## src/rtl/ptw_pkg.sv

```systemverilog
package ptw_pkg;

  // Walk sequencing states; read states take two cycles (issue, capture).
  typedef enum logic [2:0] {
    ST_IDLE = 3'd0,
    ST_L1   = 3'd1,
    ST_L2   = 3'd2,
    ST_DATA = 3'd3,
    ST_DONE = 3'd4
  } walk_state_e;

endpackage

```

## src/rtl/ptw_pte_decode.sv

```systemverilog
module ptw_pte_decode #(
  parameter int PA_W  = 8,
  parameter int OFF_W = 4,
  localparam int PPN_W = PA_W - OFF_W
) (
  input  logic [PA_W-1:0]  pte,
  output logic [PPN_W-1:0] ppn,
  output logic             present
);

  // Page number lives in the upper field of the entry byte.
  function automatic logic [PPN_W-1:0] entry_ppn(input logic [PA_W-1:0] e);
    return e[PA_W-1 -: PPN_W];
  endfunction

  // A zero page number marks an unmapped entry.
  function automatic logic entry_present(input logic [PPN_W-1:0] p);
    return |p;
  endfunction

  logic unused_low_bits;
  assign unused_low_bits = ^pte[OFF_W-1:0];

  assign ppn     = entry_ppn(pte);
  assign present = entry_present(ppn);

endmodule

```

## src/rtl/ptw_addr_gen.sv

```systemverilog
module ptw_addr_gen
  import ptw_pkg::*;
#(
  parameter int VA_W  = 8,
  parameter int PA_W  = 8,
  parameter int OFF_W = 4,
  parameter int L1_W  = 2,
  parameter int L2_W  = 2,
  localparam int PPN_W = PA_W - OFF_W
) (
  input  logic              clk,
  input  logic              rst_n,
  input  walk_state_e       state,
  input  logic [VA_W-1:0]   vaddr_q,
  input  logic [PA_W-1:0]   root_q,
  input  logic [PPN_W-1:0]  l1_ppn_q,
  input  logic [PPN_W-1:0]  l2_ppn_q,
  output logic [PA_W-1:0]   rd_addr
);

  // First-level entry: root plus the top index field, wrapping in PA_W bits.
  function automatic logic [PA_W-1:0] l1_entry_addr(input logic [PA_W-1:0] root,
                                                    input logic [VA_W-1:0] va);
    return root + PA_W'(va[VA_W-1 -: L1_W]);
  endfunction

  // Second-level entry: start of the table page plus the middle index field.
  function automatic logic [PA_W-1:0] l2_entry_addr(input logic [PPN_W-1:0] ppn,
                                                    input logic [VA_W-1:0] va);
    logic [PA_W-1:0] a;
    a = {ppn, {OFF_W{1'b0}}};
    a[L2_W-1:0] = va[OFF_W +: L2_W];
    return a;
  endfunction

  // Data byte: data page number joined with the untranslated offset.
  function automatic logic [PA_W-1:0] data_addr(input logic [PPN_W-1:0] ppn,
                                                input logic [VA_W-1:0] va);
    return {ppn, va[OFF_W-1:0]};
  endfunction

  always_comb begin
    case (state)
      ST_L1:   rd_addr = l1_entry_addr(root_q, vaddr_q);
      ST_L2:   rd_addr = l2_entry_addr(l1_ppn_q, vaddr_q);
      ST_DATA: rd_addr = data_addr(l2_ppn_q, vaddr_q);
      default: rd_addr = '0;
    endcase
  end

  AST_DATA_OFFSET: assert property (@(posedge clk) disable iff (!rst_n)
    (state == ST_DATA) |-> (rd_addr[OFF_W-1:0] == vaddr_q[OFF_W-1:0]));

  AST_L2_TABLE_PAGE: assert property (@(posedge clk) disable iff (!rst_n)
    (state == ST_L2) |-> (rd_addr[PA_W-1:OFF_W] == l1_ppn_q));

endmodule

```

## src/rtl/ptw_fsm.sv

```systemverilog
module ptw_fsm
  import ptw_pkg::*;
#(
  parameter int VA_W  = 8,
  parameter int PA_W  = 8,
  parameter int OFF_W = 4,
  localparam int PPN_W = PA_W - OFF_W
) (
  input  logic              clk,
  input  logic              rst_n,
  input  logic              req_valid,
  input  logic [VA_W-1:0]   req_vaddr,
  input  logic [PA_W-1:0]   root_base,
  input  logic [PA_W-1:0]   mem_rd_data,
  input  logic              pte_present,
  input  logic [PPN_W-1:0]  pte_ppn,
  output walk_state_e       state,
  output logic [VA_W-1:0]   vaddr_q,
  output logic [PA_W-1:0]   root_q,
  output logic [PPN_W-1:0]  l1_ppn_q,
  output logic [PPN_W-1:0]  l2_ppn_q,
  output logic              busy,
  output logic              mem_rd_en,
  output logic              rsp_valid,
  output logic [PA_W-1:0]   rsp_paddr,
  output logic [PA_W-1:0]   rsp_data,
  output logic              rsp_fault
);

  logic            phase;     // 0: read issued this cycle, 1: data returning
  logic            fault_q;
  logic [PA_W-1:0] data_q;

  // Named internal events for the checks below.
  logic evt_accept;
  logic evt_capture;
  logic in_read;

  assign in_read     = (state == ST_L1) || (state == ST_L2) || (state == ST_DATA);
  assign evt_accept  = (state == ST_IDLE) && req_valid;
  assign evt_capture = in_read && phase;

  always_ff @(posedge clk) begin
    if (!rst_n) begin
      state    <= ST_IDLE;
      phase    <= 1'b0;
      vaddr_q  <= '0;
      root_q   <= '0;
      l1_ppn_q <= '0;
      l2_ppn_q <= '0;
      data_q   <= '0;
      fault_q  <= 1'b0;
    end else begin
      case (state)
        ST_IDLE: begin
          if (req_valid) begin
            vaddr_q <= req_vaddr;
            root_q  <= root_base;
            fault_q <= 1'b0;
            data_q  <= '0;
            phase   <= 1'b0;
            state   <= ST_L1;
          end
        end
        ST_L1: begin
          if (!phase) begin
            phase <= 1'b1;
          end else begin
            phase <= 1'b0;
            if (pte_present) begin
              l1_ppn_q <= pte_ppn;
              state    <= ST_L2;
            end else begin
              fault_q <= 1'b1;
              state   <= ST_DONE;
            end
          end
        end
        ST_L2: begin
          if (!phase) begin
            phase <= 1'b1;
          end else begin
            phase <= 1'b0;
            if (pte_present) begin
              l2_ppn_q <= pte_ppn;
              state    <= ST_DATA;
            end else begin
              fault_q <= 1'b1;
              state   <= ST_DONE;
            end
          end
        end
        ST_DATA: begin
          if (!phase) begin
            phase <= 1'b1;
          end else begin
            phase  <= 1'b0;
            data_q <= mem_rd_data;
            state  <= ST_DONE;
          end
        end
        ST_DONE: state <= ST_IDLE;
        default: state <= ST_IDLE;
      endcase
    end
  end

  assign busy      = (state != ST_IDLE);
  assign mem_rd_en = in_read && !phase;
  assign rsp_valid = (state == ST_DONE);
  assign rsp_fault = fault_q;
  assign rsp_paddr = fault_q ? '0 : {l2_ppn_q, vaddr_q[OFF_W-1:0]};
  assign rsp_data  = fault_q ? '0 : data_q;

  AST_RSP_PULSE: assert property (@(posedge clk) disable iff (!rst_n)
    rsp_valid |=> !rsp_valid);

  AST_FAULT_ZEROED: assert property (@(posedge clk) disable iff (!rst_n)
    (rsp_valid && rsp_fault) |-> (rsp_paddr == '0 && rsp_data == '0));

  AST_READ_SINGLE: assert property (@(posedge clk) disable iff (!rst_n)
    mem_rd_en |=> !mem_rd_en);

  AST_IDLE_QUIET: assert property (@(posedge clk) disable iff (!rst_n)
    !busy |-> (!mem_rd_en && !rsp_valid));

  AST_OFFSET_PASS: assert property (@(posedge clk) disable iff (!rst_n)
    (rsp_valid && !rsp_fault) |-> (rsp_paddr[OFF_W-1:0] == vaddr_q[OFF_W-1:0]));

  AST_HOLD_WALK: assert property (@(posedge clk) disable iff (!rst_n)
    (busy && !rsp_valid) |=> ($stable(vaddr_q) && $stable(root_q)));

  AST_ACCEPT_STARTS_READ: assert property (@(posedge clk) disable iff (!rst_n)
    evt_accept |=> mem_rd_en);

  AST_CAPTURE_AFTER_READ: assert property (@(posedge clk) disable iff (!rst_n)
    evt_capture |-> $past(mem_rd_en));

endmodule

```

## src/rtl/ptw_walker.sv

```systemverilog
module ptw_walker
  import ptw_pkg::*;
#(
  parameter int VA_W  = 8,
  parameter int PA_W  = 8,
  parameter int OFF_W = 4,
  localparam int VPN_W = VA_W - OFF_W,
  localparam int L1_W  = VPN_W / 2,
  localparam int L2_W  = VPN_W - L1_W,
  localparam int PPN_W = PA_W - OFF_W
) (
  input  logic             clk,
  input  logic             rst_n,
  input  logic             req_valid,
  input  logic [VA_W-1:0]  req_vaddr,
  input  logic [PA_W-1:0]  root_base,
  output logic             busy,
  output logic             mem_rd_en,
  output logic [PA_W-1:0]  mem_rd_addr,
  input  logic [PA_W-1:0]  mem_rd_data,
  output logic             rsp_valid,
  output logic [PA_W-1:0]  rsp_paddr,
  output logic [PA_W-1:0]  rsp_data,
  output logic             rsp_fault
);

  walk_state_e      state;
  logic [VA_W-1:0]  vaddr_q;
  logic [PA_W-1:0]  root_q;
  logic [PPN_W-1:0] l1_ppn_q;
  logic [PPN_W-1:0] l2_ppn_q;
  logic [PPN_W-1:0] pte_ppn;
  logic             pte_present;

  ptw_pte_decode #(.PA_W(PA_W), .OFF_W(OFF_W)) u_decode (
    .pte     (mem_rd_data),
    .ppn     (pte_ppn),
    .present (pte_present)
  );

  ptw_fsm #(.VA_W(VA_W), .PA_W(PA_W), .OFF_W(OFF_W)) u_fsm (
    .clk         (clk),
    .rst_n       (rst_n),
    .req_valid   (req_valid),
    .req_vaddr   (req_vaddr),
    .root_base   (root_base),
    .mem_rd_data (mem_rd_data),
    .pte_present (pte_present),
    .pte_ppn     (pte_ppn),
    .state       (state),
    .vaddr_q     (vaddr_q),
    .root_q      (root_q),
    .l1_ppn_q    (l1_ppn_q),
    .l2_ppn_q    (l2_ppn_q),
    .busy        (busy),
    .mem_rd_en   (mem_rd_en),
    .rsp_valid   (rsp_valid),
    .rsp_paddr   (rsp_paddr),
    .rsp_data    (rsp_data),
    .rsp_fault   (rsp_fault)
  );

  ptw_addr_gen #(.VA_W(VA_W), .PA_W(PA_W), .OFF_W(OFF_W),
                 .L1_W(L1_W), .L2_W(L2_W)) u_addr (
    .clk      (clk),
    .rst_n    (rst_n),
    .state    (state),
    .vaddr_q  (vaddr_q),
    .root_q   (root_q),
    .l1_ppn_q (l1_ppn_q),
    .l2_ppn_q (l2_ppn_q),
    .rd_addr  (mem_rd_addr)
  );

  AST_NO_RSP_WHILE_READING: assert property (@(posedge clk) disable iff (!rst_n)
    mem_rd_en |-> !rsp_valid);

endmodule

```

## config.mk

```make
export PLATFORM = sky130hd
export DESIGN_NAME = ptw_walker
export DESIGN_NICKNAME = d
export VERILOG_FILES = /design/src/rtl/ptw_pkg.sv /design/src/rtl/ptw_pte_decode.sv /design/src/rtl/ptw_addr_gen.sv /design/src/rtl/ptw_fsm.sv /design/src/rtl/ptw_walker.sv
export SDC_FILE = /design/constraint.sdc
export NUM_CORES = 1
export LEC_CHECK = 0
export ABC_AREA = 1
export BUFFER_PORTS_ARGS = -buffer_cell sky130_fd_sc_hd__buf_2
export CAP_MARGIN = 10
export CELL_PAD_IN_SITES_DETAIL_PLACEMENT = 1
export CELL_PAD_IN_SITES_GLOBAL_PLACEMENT = 2
export CORE_MARGIN = 2
export CORE_UTILIZATION = 30
export CTS_BUF_LIST = sky130_fd_sc_hd__clkbuf_8
export DETAILED_ROUTE_END_ITERATION = 8
export PLACE_DENSITY_LB_ADDON = 0.1
export SYNTH_ARGS = -nofsm -noshare
export SYNTH_HDL_FRONTEND = slang
export SYNTH_SLANG_ARGS = --single-unit
export TNS_END_PERCENT = 1
```

## constraint.sdc

```tcl
create_clock -name clk -period 3.05 [get_ports clk]
set_input_delay 0.61 -clock clk [delete_from_list [all_inputs] [get_ports clk]]
set_output_delay 0.61 -clock clk [all_outputs]
set_load 0.005 [all_outputs]
```

## Yosys cells after proc, flatten, opt, wreduce, memory -nomap -nowiden

Cells that the tools add are included.

| operators by class | value |
|---|---|
| equal/unequal tests | 10 |
| reduce and logical (&&, ||, !) cells | 19 |
| mux-type cells | 19 |
| $add $sub $neg | 1 |

Operator list:

| cell | number |
|---|---|
| $mux W8 | 4 |
| $pmux W8 S3 | 1 |
| $mux W3 | 6 |
| $pmux W8 S2 | 1 |
| $pmux W3 S4 | 1 |
| $ne A2 B2 Y1 const B | 5 |
| $reduce_and A3 Y1 | 3 |
| $add A8 B2 Y8 | 1 |
| $reduce_and A4 Y1 | 2 |
| $eq A3 B2 Y1 const B | 2 |
| $reduce_bool A2 Y1 | 3 |
| $mux W1 | 4 |
| $pmux W1 S2 | 2 |
| $reduce_and A2 Y1 | 2 |
| $reduce_or A4 Y1 | 1 |
| $eq A3 B1 Y1 const B | 1 |
| $eq A3 B3 Y1 const B | 1 |
| $logic_not A3 Y1 | 1 |
| $reduce_bool A3 Y1 | 1 |
| $reduce_or A3 Y1 | 1 |
| $logic_or A1 B1 Y1 | 2 |
| $ne A2 B1 Y1 const B | 1 |
| $reduce_or A2 Y1 | 1 |
| $logic_and A1 B1 Y1 | 1 |
| $logic_not A1 Y1 | 1 |

| word-level totals | value |
|---|---|
| output and inout bits | 28 |
| register bits after elaboration | 37 |
| word-level logic and storage cells | 57 |
| input port bits | 27 |

## Depth between registers and ports, before layout

| logic depth | value |
|---|---|
| word-level depth | 4 |
| depth in mapped cells | 8 |

## Hierarchy

From an unflattened synthesis, not the netlist that was laid out.

| unflattened totals | value |
|---|---|
| cells, all modules | 299 |
| area total of the unflattened synthesis | 1980.6 µm² |

Modules (own cells, without submodules):

| module | area an instance (µm²) | times used | seq. area each (µm²) | cells each |
|---|---|---|---|---|
| ptw_fsm | 1582.8 | 1 | 740.7 | 219 |
| ptw_addr_gen | 356.6 | 1 | 0.0 | 73 |
| ptw_pte_decode | 41.3 | 1 | 0.0 | 7 |

## Worst setup path before layout

OpenSTA, ideal clock, no wires.

| timing path | value |
|---|---|
| path kind | register to output |
| start point | register u_fsm.root_q[0] |
| end point | output port mem_rd_addr[6] |
| path slack | 1093 ps |
| data arrival time | 1347 ps |
| data required time | 2440 ps |
| cell stages (with the launch flop) | 8 |
| path through | dfxtp_1 -> ha_1 -> fa_1 -> nand2_1 -> inv_1 -> nand2_1 -> xor2_1 -> o21ai_0 |

| on the way | value |
|---|---|
| word-level cells in the longest chain between the ends | 2 |

RTL lines:

| element | RTL line | source |
|---|---|---|
| from (decl) | ptw_fsm.sv:19 | `output logic [PA_W-1:0] root_q,` |
| from (signal assigned) | ptw_fsm.sv:58 | `root_q <= root_base;` |
| $add A8 B2 Y8 | ptw_addr_gen.sv:24 | `return root + PA_W'(va[VA_W-1 -: L1_W]);` |
| $pmux W8 S3 | ptw_addr_gen.sv:43 | `case (state)` |
| to (decl) | ptw_walker.sv:19 | `output logic [PA_W-1:0] mem_rd_addr,` |

No other way between the ends.

## Final worst setup path

Same ends and word-level chain as after synthesis.

==> impl_metrics.ini <==
[pwr]
peakVddDrop_v = 0.000269
p_seq_share_pct = 37.5
total_power_uw = 1920
p_clk_share_pct = 17.5
leakagePower_uw = 0.00118
netSwitchingPower_uw = 843
p_per_area_mw_per_mm2 = 840
intPower_uw = 1080
switching_share_pct = 43.8
power_frac_comb_pct = 45.0

[setup_path]
reg2reg_depth = 8
worstPathMaxFanout = 3
reg2reg_to = u_fsm.data_q[2]$_SDFFE_PN0P_
crit_family = adder cells
endpoint_kind = primary output
start_kind = flop
arrival_ns = 1.88
critPathKind = reg -> out
cp_num_cells = 8
ff2ff_setup_slack_ns = 1.47
crit_chain = ha_1, fa_1, nand2_1, inv_1, nand2_1, xor2_1, o21ai_0, buf_2
rr_startpoint = u_fsm.state[2]$_SDFFE_PN0P_
required_ns = 2.44
path_buf_inv = 2
slowest_stage = fa_1
cpMostUsedCell = nand2_1
critPathMaxStageDelay_ns = 0.42

[sta]
setup_viol = 0
hold_viol = 0
post-route-period-util_pct = 81.5
period_minus_slack_ns = 2.49
rsz0062_at_grt = false
tightest_slew_ns = 0.674
timing.fmax_mhz = 402
slew_headroom_pct = 55.0
drv_slew = 0
skew_ns = 0.00219
fin_setup_tns_ns = 0

[routing]
drtIter0Drc = 57
num_vias = 1950
drc = 0
dr.pass1.iters = 4
antenna_left = 0
drt-total-wl_um = 5450
viasPerCell = 4.64
wl_per_cell_um = 13.0

[synthesis]
synth-seq-cells = 37
async_flop_share_pct = 0
synth_warnings = 0
yosys-top-cells-area = dfxtp_1 39%, nor2_1 13%, nand2_1 12%
yosysMostFrequentCell = nor2_1
yosysUniqueCellTypes = 26
synth-main-ff-cell = dfxtp_1
synth_top_cell_by_area = dfxtp_1
synthCells = 290
netlist_area_mm2 = 0.00188
synth_edf_count = 0
syn_area_per_cell_um2 = 6.48
synth-seq-area-share_pct = 39.4
netlist_top_cells_count = 63 x nor2_1, 62 x nand2_1, 37 x dfxtp_1
synth_top_area_share_pct = 39.4
synth_nets = 320

[floorplan]
num_rows = 28
io_pins = 55
die_width_um = 83.1
dieArea_mm2 = 0.00691
core_mm2 = 0.00599
start_util_pct = 31.3
fp.dieH_um = 83.1

[clock_network]
cts_setup_buffers = 0
clkSinkCount = 37
clock_path_buffers = 2
cts_tree = done
cts_buffers = 5
htreeDepth = 2
holdBufCountCts = 0
clkTransAtPathRegs_ns = 0.07
cts_root_buf = clkbuf_8
post_cts_resized = 0
clk_latency_ns = 0.29

[layout]
antenna_cells = 0
drive_gt1_share_pct = 20.6
finalInstanceArea_mm2 = 0.00229
area_delta_synth_final_pct = 22.1
layout.nets = 374

[grt]
grt_first_pass_wirelength_um = 9500
antenna_found_initial = 0
gr-total-overflow = 0
grt_use_total_pct = 16.8
grt_max_degree = 29
grt_pass1_vias = 1995

[min_path]
whs_path_depth = 2
min_to = u_fsm.vaddr_q[4]$_SDFFE_PN0P_
hold_start = u_fsm.vaddr_q[4]$_SDFFE_PN0P_
holdCritPathClass = reg -> reg

[run]
cap_violations = 0

[run_status]
status = complete, no violations

[place]
io_buffer_count = 54
place_area_mm2 = 0.00221
place.gp.congestion = 0.731
dpl.hpwl_um = 4160
cell usage in the layout (no fill, tap or decap), types with 3 or more instances in the layout:
master / netlist / routed
a21oi_1: 13 / 13
a22oi_1: 4 / 4
buf_2: 2 / 54
clkbuf_8: 0 / 5
dfxtp_1: 37 / 37
inv_1: 36 / 37
inv_2: 3 / 3
nand2_1: 62 / 62
nand3_1: 9 / 9
nor2_1: 63 / 63
nor3_1: 6 / 6
o21ai_0: 33 / 33
sequential cells by signal (all words and copies together) (netlist names):
register         count
u_fsm.root_q         8
u_fsm.l1_ppn_q       4
u_fsm.phase          1
u_fsm.rsp_fault      1
u_fsm.data_q         8
u_fsm.l2_ppn_q       4
u_fsm.vaddr_q        8
u_fsm.state          3
area by class of cell:
class,instances,area [µm²]
inverter,40,150
multi-input combinational,205,947
timing repair buffer,55,278
sequential,37,741
tap,75,93.8
clock buffer,5,68.8
fill,822,3700
clock inverter,3,13.8
how the worst max path moves through the flow:
stage                                  start             end
2_1_floorplan   u_fsm.root_q[0]$_SDFFE_PN0P_  mem_rd_addr[6]
3_3_place_gp    u_fsm.root_q[0]$_SDFFE_PN0P_  mem_rd_addr[6]
3_5_place_dp   u_fsm.vaddr_q[6]$_SDFFE_PN0P_  mem_rd_addr[6]
4_1_cts        u_fsm.vaddr_q[6]$_SDFFE_PN0P_  mem_rd_addr[6]
5_1_grt        u_fsm.vaddr_q[6]$_SDFFE_PN0P_  mem_rd_addr[6]
6_report        u_fsm.root_q[0]$_SDFFE_PN0P_  mem_rd_addr[6]
routing by layer:
layer,vias to the layer above,share of wire (%),track usage (%)
met1,889,46,20.2
met4,0,1.3,4.47
met5,-,0,0
met3,6,3.5,3.38
li1,1018,-,-
met2,37,49,30.5
metrics by stage:
step / std cells / util (%) / hold WS [ns] / worst slack (ns)
after floorplan: 290 / - / 0.429 / 1.09
after global placement: 412 / 36.9 / 0.443 / 0.893
after detailed placement: 412 / 36.9 / 0.453 / 0.859
after CTS: 420 / 38.3 / 0.465 / 0.531
after global routing: 420 / 38.3 / 0.506 / 0.430
final: 420 / 38.3 / 0.464 / 0.565
power groups by stage:
stage	registers (µW)	clock network [µW]	logic, µW
4_1_cts	727	349	888
6_report	722	337	865
2_1_floorplan	690	0	611
5_1_grt	746	377	1020
3_5_place_dp	738	0	883
3_3_place_gp	730	0	868
logic make-up after synthesis:
group                      Yosys count  synth area share, %
adders and majority gates            3                 2.40
DFF                                 37                 39.4
and+or+nand+nor                    146                 31.6
buffers and inverters               48                 10.1
AOI/OAI and AO/OA                   55                 15.9
xor gates and xnor gates             1                0.466
worst min-delay path: cells and delay by family (launching register included):
| family | cells | cell delay, ns |
|---|---|---|
| AOI/OAI and AO/OA | 1 | 0.06 |
| buffers and inverters | 1 | 0.06 |
| DFF | 1 | 0.30 |
(Power assumes the default switching activity.)
